===== config.mk =====
export PLATFORM = sky130hd
export DESIGN_NAME = hcpu_mailbox
export DESIGN_NICKNAME = d
export VERILOG_FILES = /design/src/rtl/mbox_pkg.sv /design/src/rtl/mbox_rst_sync.sv /design/src/rtl/mbox_host_decode.sv /design/src/rtl/mbox_inbound.sv /design/src/rtl/mbox_outbound.sv /design/src/rtl/hcpu_mailbox.sv
export SDC_FILE = /design/constraint.sdc
export NUM_CORES = 1
export LEC_CHECK = 0
export BUFFER_PORTS_ARGS = -buffer_cell sky130_fd_sc_hd__buf_4
export CORE_ASPECT_RATIO = 1.4
export CORE_MARGIN = 4
export CORE_UTILIZATION = 35
export DETAILED_ROUTE_END_ITERATION = 10
export PLACE_DENSITY_LB_ADDON = 0.25
export REMOVE_ABC_BUFFERS = 1
export SLEW_MARGIN = 20
export SYNTH_ARGS = -nofsm -noshare
export SYNTH_HDL_FRONTEND = slang
export SYNTH_SLANG_ARGS = --single-unit
export TNS_END_PERCENT = 20

===== constraint.sdc =====
create_clock -name clk -period 8.2 [get_ports clk]
set_clock_uncertainty 0.15 [all_clocks]
set_input_delay 1.64 -clock clk [delete_from_list [all_inputs] [get_ports clk]]
set_output_delay 1.64 -clock clk [all_outputs]
set_load 0.005 [all_outputs]

===== src/rtl/mbox_pkg.sv =====
package mbox_pkg;

  // Which host location a bank/address pair selects
  typedef enum logic [2:0] {
    SEL_NONE,
    SEL_IN_LO,
    SEL_IN_HI,
    SEL_OUT_LO,
    SEL_OUT_HI,
    SEL_STATUS
  } host_sel_e;

endpackage


===== src/rtl/mbox_rst_sync.sv =====
module mbox_rst_sync #(
  parameter int STAGES = 2
) (
  input  logic clk,
  input  logic rst_n,
  output logic rst_sync_n
);

  logic [STAGES-1:0] chain_q;
  logic [STAGES-1:0] chain_d;

  always_comb begin
    chain_d = {chain_q[STAGES-2:0], 1'b1};
  end

  always_ff @(posedge clk or negedge rst_n) begin
    if (!rst_n) begin
      chain_q <= '0;
    end else begin
      chain_q <= chain_d;
    end
  end

  assign rst_sync_n = chain_q[STAGES-1];

endmodule


===== src/rtl/mbox_host_decode.sv =====
module mbox_host_decode
  import mbox_pkg::*;
#(
  parameter int                 BANK_W    = 4,
  parameter int                 ADDR_W    = 2,
  parameter logic [BANK_W-1:0]  IN_BANK   = 4'b0010,
  parameter logic [BANK_W-1:0]  OUT_BANK  = 4'b0011,
  parameter logic [ADDR_W-1:0]  LO_ADDR   = 2'b00,
  parameter logic [ADDR_W-1:0]  HI_ADDR   = 2'b01,
  parameter logic [ADDR_W-1:0]  STAT_ADDR = 2'b10
) (
  input  logic [BANK_W-1:0] bank,
  input  logic [ADDR_W-1:0] addr,
  output host_sel_e         sel
);

  logic in_hit;
  logic out_hit;

  assign in_hit  = (bank == IN_BANK);
  assign out_hit = (bank == OUT_BANK);

  always_comb begin
    sel = SEL_NONE;
    if (in_hit) begin
      if (addr == LO_ADDR)       sel = SEL_IN_LO;
      else if (addr == HI_ADDR)  sel = SEL_IN_HI;
    end else if (out_hit) begin
      if (addr == LO_ADDR)       sel = SEL_OUT_LO;
      else if (addr == HI_ADDR)  sel = SEL_OUT_HI;
      else if (addr == STAT_ADDR) sel = SEL_STATUS;
    end
  end

endmodule


===== src/rtl/mbox_inbound.sv =====
module mbox_inbound #(
  parameter int HALF_W = 16,
  localparam int WORD_W = 2 * HALF_W
) (
  input  logic              clk,
  input  logic              rst_n,
  input  logic              wr_lo,
  input  logic              wr_hi,
  input  logic [HALF_W-1:0] wdata,
  input  logic              take,
  output logic [WORD_W-1:0] word,
  output logic              ready
);

  // Two half registers, each with its own write enable
  for (genvar g = 0; g < 2; g++) begin : g_half
    logic              en;
    logic [HALF_W-1:0] half_q;

    assign en = (g == 0) ? wr_lo : wr_hi;

    always_ff @(posedge clk or negedge rst_n) begin
      if (!rst_n) begin
        half_q <= '0;
      end else if (en) begin
        half_q <= wdata;
      end
    end

    assign word[g*HALF_W +: HALF_W] = half_q;
  end

  // Ready flag: the set is applied last, so it wins over a clear
  logic ready_q;
  logic ready_d;

  always_comb begin
    ready_d = ready_q;
    if (take)  ready_d = 1'b0;
    if (wr_hi) ready_d = 1'b1;
  end

  always_ff @(posedge clk or negedge rst_n) begin
    if (!rst_n) begin
      ready_q <= 1'b0;
    end else begin
      ready_q <= ready_d;
    end
  end

  assign ready = ready_q;

endmodule


===== src/rtl/mbox_outbound.sv =====
module mbox_outbound #(
  parameter int HALF_W = 16,
  localparam int WORD_W = 2 * HALF_W
) (
  input  logic              clk,
  input  logic              rst_n,
  input  logic              load,
  input  logic [WORD_W-1:0] ldata,
  input  logic              drain,
  output logic [WORD_W-1:0] word,
  output logic              ready
);

  logic [WORD_W-1:0] word_q;

  always_ff @(posedge clk or negedge rst_n) begin
    if (!rst_n) begin
      word_q <= '0;
    end else if (load) begin
      word_q <= ldata;
    end
  end

  // Ready flag: the set is applied last, so it wins over a clear
  logic ready_q;
  logic ready_d;

  always_comb begin
    ready_d = ready_q;
    if (drain) ready_d = 1'b0;
    if (load)  ready_d = 1'b1;
  end

  always_ff @(posedge clk or negedge rst_n) begin
    if (!rst_n) begin
      ready_q <= 1'b0;
    end else begin
      ready_q <= ready_d;
    end
  end

  assign word  = word_q;
  assign ready = ready_q;

endmodule


===== src/rtl/hcpu_mailbox.sv =====
module hcpu_mailbox
  import mbox_pkg::*;
#(
  parameter int                HALF_W    = 16,
  parameter int                BANK_W    = 4,
  parameter int                ADDR_W    = 2,
  parameter logic [BANK_W-1:0] IN_BANK   = 4'b0010,
  parameter logic [BANK_W-1:0] OUT_BANK  = 4'b0011,
  parameter logic [ADDR_W-1:0] LO_ADDR   = 2'b00,
  parameter logic [ADDR_W-1:0] HI_ADDR   = 2'b01,
  parameter logic [ADDR_W-1:0] STAT_ADDR = 2'b10,
  localparam int               WORD_W    = 2 * HALF_W
) (
  input  logic              clk,
  input  logic              rst_n,
  input  logic [BANK_W-1:0] h_bank,
  input  logic [ADDR_W-1:0] h_addr,
  input  logic              h_wr,
  input  logic              h_rd,
  input  logic [HALF_W-1:0] h_wdata,
  output logic [HALF_W-1:0] h_rdata,
  input  logic              p_wr,
  input  logic [WORD_W-1:0] p_wdata,
  input  logic              p_rd,
  output logic [WORD_W-1:0] p_rdata,
  output logic              in_ready,
  output logic              out_ready
);

  logic rst_sync_n;

  mbox_rst_sync #(.STAGES(2)) u_rst (
    .clk        (clk),
    .rst_n      (rst_n),
    .rst_sync_n (rst_sync_n)
  );

  host_sel_e sel;

  mbox_host_decode #(
    .BANK_W    (BANK_W),
    .ADDR_W    (ADDR_W),
    .IN_BANK   (IN_BANK),
    .OUT_BANK  (OUT_BANK),
    .LO_ADDR   (LO_ADDR),
    .HI_ADDR   (HI_ADDR),
    .STAT_ADDR (STAT_ADDR)
  ) u_dec (
    .bank (h_bank),
    .addr (h_addr),
    .sel  (sel)
  );

  // Host strobes qualified by the decoded location; writes elsewhere drop
  logic in_wr_lo;
  logic in_wr_hi;
  logic out_rd_hi;

  assign in_wr_lo  = h_wr && (sel == SEL_IN_LO);
  assign in_wr_hi  = h_wr && (sel == SEL_IN_HI);
  assign out_rd_hi = h_rd && (sel == SEL_OUT_HI);

  logic [WORD_W-1:0] in_word;
  logic [WORD_W-1:0] out_word;

  mbox_inbound #(.HALF_W(HALF_W)) u_in (
    .clk   (clk),
    .rst_n (rst_sync_n),
    .wr_lo (in_wr_lo),
    .wr_hi (in_wr_hi),
    .wdata (h_wdata),
    .take  (p_rd),
    .word  (in_word),
    .ready (in_ready)
  );

  mbox_outbound #(.HALF_W(HALF_W)) u_out (
    .clk   (clk),
    .rst_n (rst_sync_n),
    .load  (p_wr),
    .ldata (p_wdata),
    .drain (out_rd_hi),
    .word  (out_word),
    .ready (out_ready)
  );

  // Host read mux (next state of the host read register)
  logic [HALF_W-1:0] h_rdata_d;
  logic [HALF_W-1:0] h_rdata_q;

  always_comb begin
    unique case (sel)
      SEL_IN_LO:  h_rdata_d = in_word[HALF_W-1:0];
      SEL_IN_HI:  h_rdata_d = in_word[WORD_W-1:HALF_W];
      SEL_OUT_LO: h_rdata_d = out_word[HALF_W-1:0];
      SEL_OUT_HI: h_rdata_d = out_word[WORD_W-1:HALF_W];
      SEL_STATUS: h_rdata_d = {{(HALF_W-1){1'b0}}, out_ready};
      default:    h_rdata_d = '0;
    endcase
  end

  always_ff @(posedge clk or negedge rst_sync_n) begin
    if (!rst_sync_n) begin
      h_rdata_q <= '0;
    end else if (h_rd) begin
      h_rdata_q <= h_rdata_d;
    end
  end

  // Processor read register
  logic [WORD_W-1:0] p_rdata_q;

  always_ff @(posedge clk or negedge rst_sync_n) begin
    if (!rst_sync_n) begin
      p_rdata_q <= '0;
    end else if (p_rd) begin
      p_rdata_q <= in_word;
    end
  end

  assign h_rdata = h_rdata_q;
  assign p_rdata = p_rdata_q;

endmodule


==> summary.md <==
| Metric | Value |
|---|---|
| Yosys top cell area share | `59.5%` |
| Layout cells sized above 1 | `55.9%` |
| Setup bufs post-CTS | `0` |
| Vias/cell | `4.88` |
| Most instantiated library cell after synthesis | `dfrtp_1` |
| Top cells by area, synth | `dfrtp_1, mux2_2, mux2i_1` |
| ANT nets after route | `0` |
| Internal power | `1.26 mW` |
| Flop pwr share | `42.6%` |
| Status | `completed` |
| H-tree depth | `4` |
| Sequential Area | `2910 µm²` |
| CP Launch Type | `input pin` |
| # Max-Cap Violations | `0` |
| Worst-Skew Late Latency | `0.40 ns` |
| Seq cells post-synth | `116` |
| Cell taking the most area after synthesis | `dfrtp_1` |
| Gr usage total | `15.0%` |
| CP required | `8.33 ns` |
| Setup-failing EPs final | `0` |
| Post-Syn Instances | `316` |
| Worst-Margin Slew | `1.03 ns` |
| Remaining DRCs | `0` |
| Clock sinks | `116` |
| Number of flops mapped to enable cells by yosys | `0` |
| Worst reg-to-reg setup slack | `6.41 ns` |
| Final wirelength | `11500 µm` |
| NetSw | `376 µW` |
| Top FF cell, synth | `dfrtp_1` |
| Clock power share | `45.3%` |
| Via total after detailed routing | `3035` |
| # diodes | `0` |
| R2R Path End | `u_out.word[14]$_DFFE_PN0P_` |
| Min-Delay Path Class | `flip-flop to asynchronous set/reset pin` |
| Cell variety after synth | `36` |
| Grt total ovfl | `0` |
| IO buf count | `109` |
| Final Hold Fails | `0` |
| Largest net degree at the start of global routing | `68` |
| Avg Synthesized Cell Area | `15.4 µm²` |
| Clock Path Buffers | `2` |
| Cts bufs inserted | `17` |
| Post-synth top cells | `dfrtp_1, mux2_2, mux2i_1` |
| RSZ-0062 raised after global routing | `false` |
| Number of antenna violations at the first check in global routing | `0` |
| Cell Area, Synth | `4870 µm²` |
| Ys Warns | `0` |
| Drt initial violations | `63` |
| Pwr dens | `253 nW/µm²` |
| Slew Limit Fails | `0` |
| FP Rows | `50` |
| Critical path's slowest cell | `a21oi_4` |
| Resized cells post-CTS | `0` |
| I/O Pins | `110` |
| CTS tree | `done` |
| Die height | `148 µm` |
| Post-CTS Hold Buffers | `0` |
| Worst endpoint data arrival time | `3.89 ns` |
| Crit path time final | `3.76 ns` |
| Min Hold Slack | `0.201 ns` |
| Synth async-reset ratio | `100%` |
| VDD IR-drop max | `0.126 mV` |
| Logic gate share of total power | `12.1%` |
| Crit share post-route | `45.9%` |
| R2R depth | `1` |
| Worst Setup SP | `h_addr[0]` |
| Register area share after synthesis | `59.5%` |
| Clock Pin Slew Worst Setup and Hold Paths | `0.05 ns` |
| Initial Util | `36.1%` |
| Number of global-route vias before repair | `3320` |
| First-pass GRT wire length | `18000 µm` |
| Relative slew slack | `31.0%` |
| Leak pwr | `3.15 nW` |
| Crit path to | `h_rdata[14]$_DFFE_PN0P_` |
| Detailed Place HPWL | `7580 µm` |
| Die W | `108 µm` |
| Layout area overhead | `32.4%` |
| Nets | `490` |
| Final GP Congestion | `0.781` |
| Pre-antenna DRT Iters | `4` |
| Setup_tns | `0 ns` |
| Clock Tree Root | `clkbuf_16` |
| Wire length per cell | `18.4 µm` |
| Die ar. | `15900 µm²` |
| Crit path kind | `input pin to flip-flop` |
| Worst-path cell chain | `buf_4 > inv_1 > ha_1 > a21oi_4 > nor4b_4 > and2_1 > a221o_1` |
| Critical R2R Launch | `u_rst.chain_q[1]$_DFF_PN0_` |
| Core Area | `13500 µm²` |
| Max frequency | `266 MHz` |
| Sw Share | `23.0%` |
| Crit. End Element | `flip-flop` |
| Multi-input gate area | `1870 µm²` |
| Fillers | `1271` |
| CP max FO | `17` |
| Crit path largest cell delay | `0.74 ns` |
[area by class of cell]
type / count / area share (%)
clock buffer: 19 / 6.86
clock inverter: 13 / 2.44
inverter: 4 / 0.233
multi-input combinational: 177 / 28.9
sequential: 116 / 45.0
tap: 182 / 3.53
timing repair buffer: 111 / 13.0
[logic make-up (layout without fill, tap and decap cells)]
family	Yosys count	after routing	synth area share (%)
flip-flops	116	116	59.5
multiplexers	113	113	26.5
AO/OA/AOI/OAI	41	41	7.60
buffers and inverters	23	147	2.49
AND/OR/NAND/NOR	19	19	3.05
adder cells (fa/ha/maj)	3	3	0.770
other	1	1	0.0769
[per-layer routing]
metal	GRT usage [%]	up-vias	share of wire (%)
li1	-	1387	-
met1	18.0	1561	41
met2	25.3	75	52
met3	4.67	12	4.9
met4	4.99	0	1.4
met5	0	-	0
[cells in the final DEF, fill, tap and decap left out, types with 2 or more instances in the layout]
cell type	Yosys	layout
o2bb2ai_1	15	15
dfrtp_1	116	115
clkinvlp_4	0	4
nand2b_1	2	2
mux2i_1	16	16
ha_1	3	3
buf_4	2	110
mux2_2	87	87
and3b_1	2	2
inv_1	3	3
clkbuf_16	0	17
bufinv_16	0	3
nor2_1	3	3
a21o_1	2	2
nand2_1	3	3
clkinv_2	0	4
o21ai_0	2	2
a221o_1	15	15
mux2_4	10	10
[power groups by stage]
stage	combinational (mW)	sequential, mW	clock (mW)
final	0.198	0.696	0.741
after floorplan	0.0974	0.699	0
after global placement	0.198	0.705	0
after global routing	0.217	0.707	0.784
after detailed placement	0.202	0.707	0
after CTS	0.203	0.697	0.759
[sequential cells by signal (all words and copies together) (netlist names)]
register	flops
h_rdata	16
p_rdata	32
u_in.g_half.half_q	32
u_in.ready	1
u_out.ready	1
u_out.word	32
u_rst.chain_q	2
[worst min-delay path by stage]
stage	from	endpoint	slack [ns]	depth (start not counted)
2_1_floorplan	u_rst.chain_q[0]$_DFF_PN0_	u_rst.chain_q[1]$_DFF_PN0_	0.18	0
3_3_place_gp	u_rst.chain_q[0]$_DFF_PN0_	u_rst.chain_q[1]$_DFF_PN0_	0.19	0
3_5_place_dp	u_rst.chain_q[0]$_DFF_PN0_	u_rst.chain_q[1]$_DFF_PN0_	0.20	0
4_1_cts	u_rst.chain_q[0]$_DFF_PN0_	u_rst.chain_q[1]$_DFF_PN0_	0.22	0
5_1_grt	u_rst.chain_q[0]$_DFF_PN0_	u_rst.chain_q[1]$_DFF_PN0_	0.22	0
6_report	u_rst.chain_q[1]$_DFF_PN0_	p_rdata[4]$_DFFE_PN0P_	0.20	0
[through the flow]
step           power [mW]  std cells  instance area, µm²  utilization (%)  worst slack, ns
3_3_place_gp        0.903        589                5840             43.2             4.06
6_report             1.64        622                6450             47.8             4.44
5_1_grt              1.71        622                6450             47.8             4.34
2_1_floorplan       0.797        297                4770                -             4.58
3_5_place_dp        0.909        589                5840             43.2             3.98
4_1_cts              1.66        621                6440             47.7             4.41
[worst max-delay path: cells and delay by family]
family | cells | cell delay (ns)
compound gates | 2 | 1.19
fa+ha+maj | 1 | 0.35
buf+inv | 2 | 0.13
simple gates | 2 | 0.57
Power figures use the tool's default switching activity.
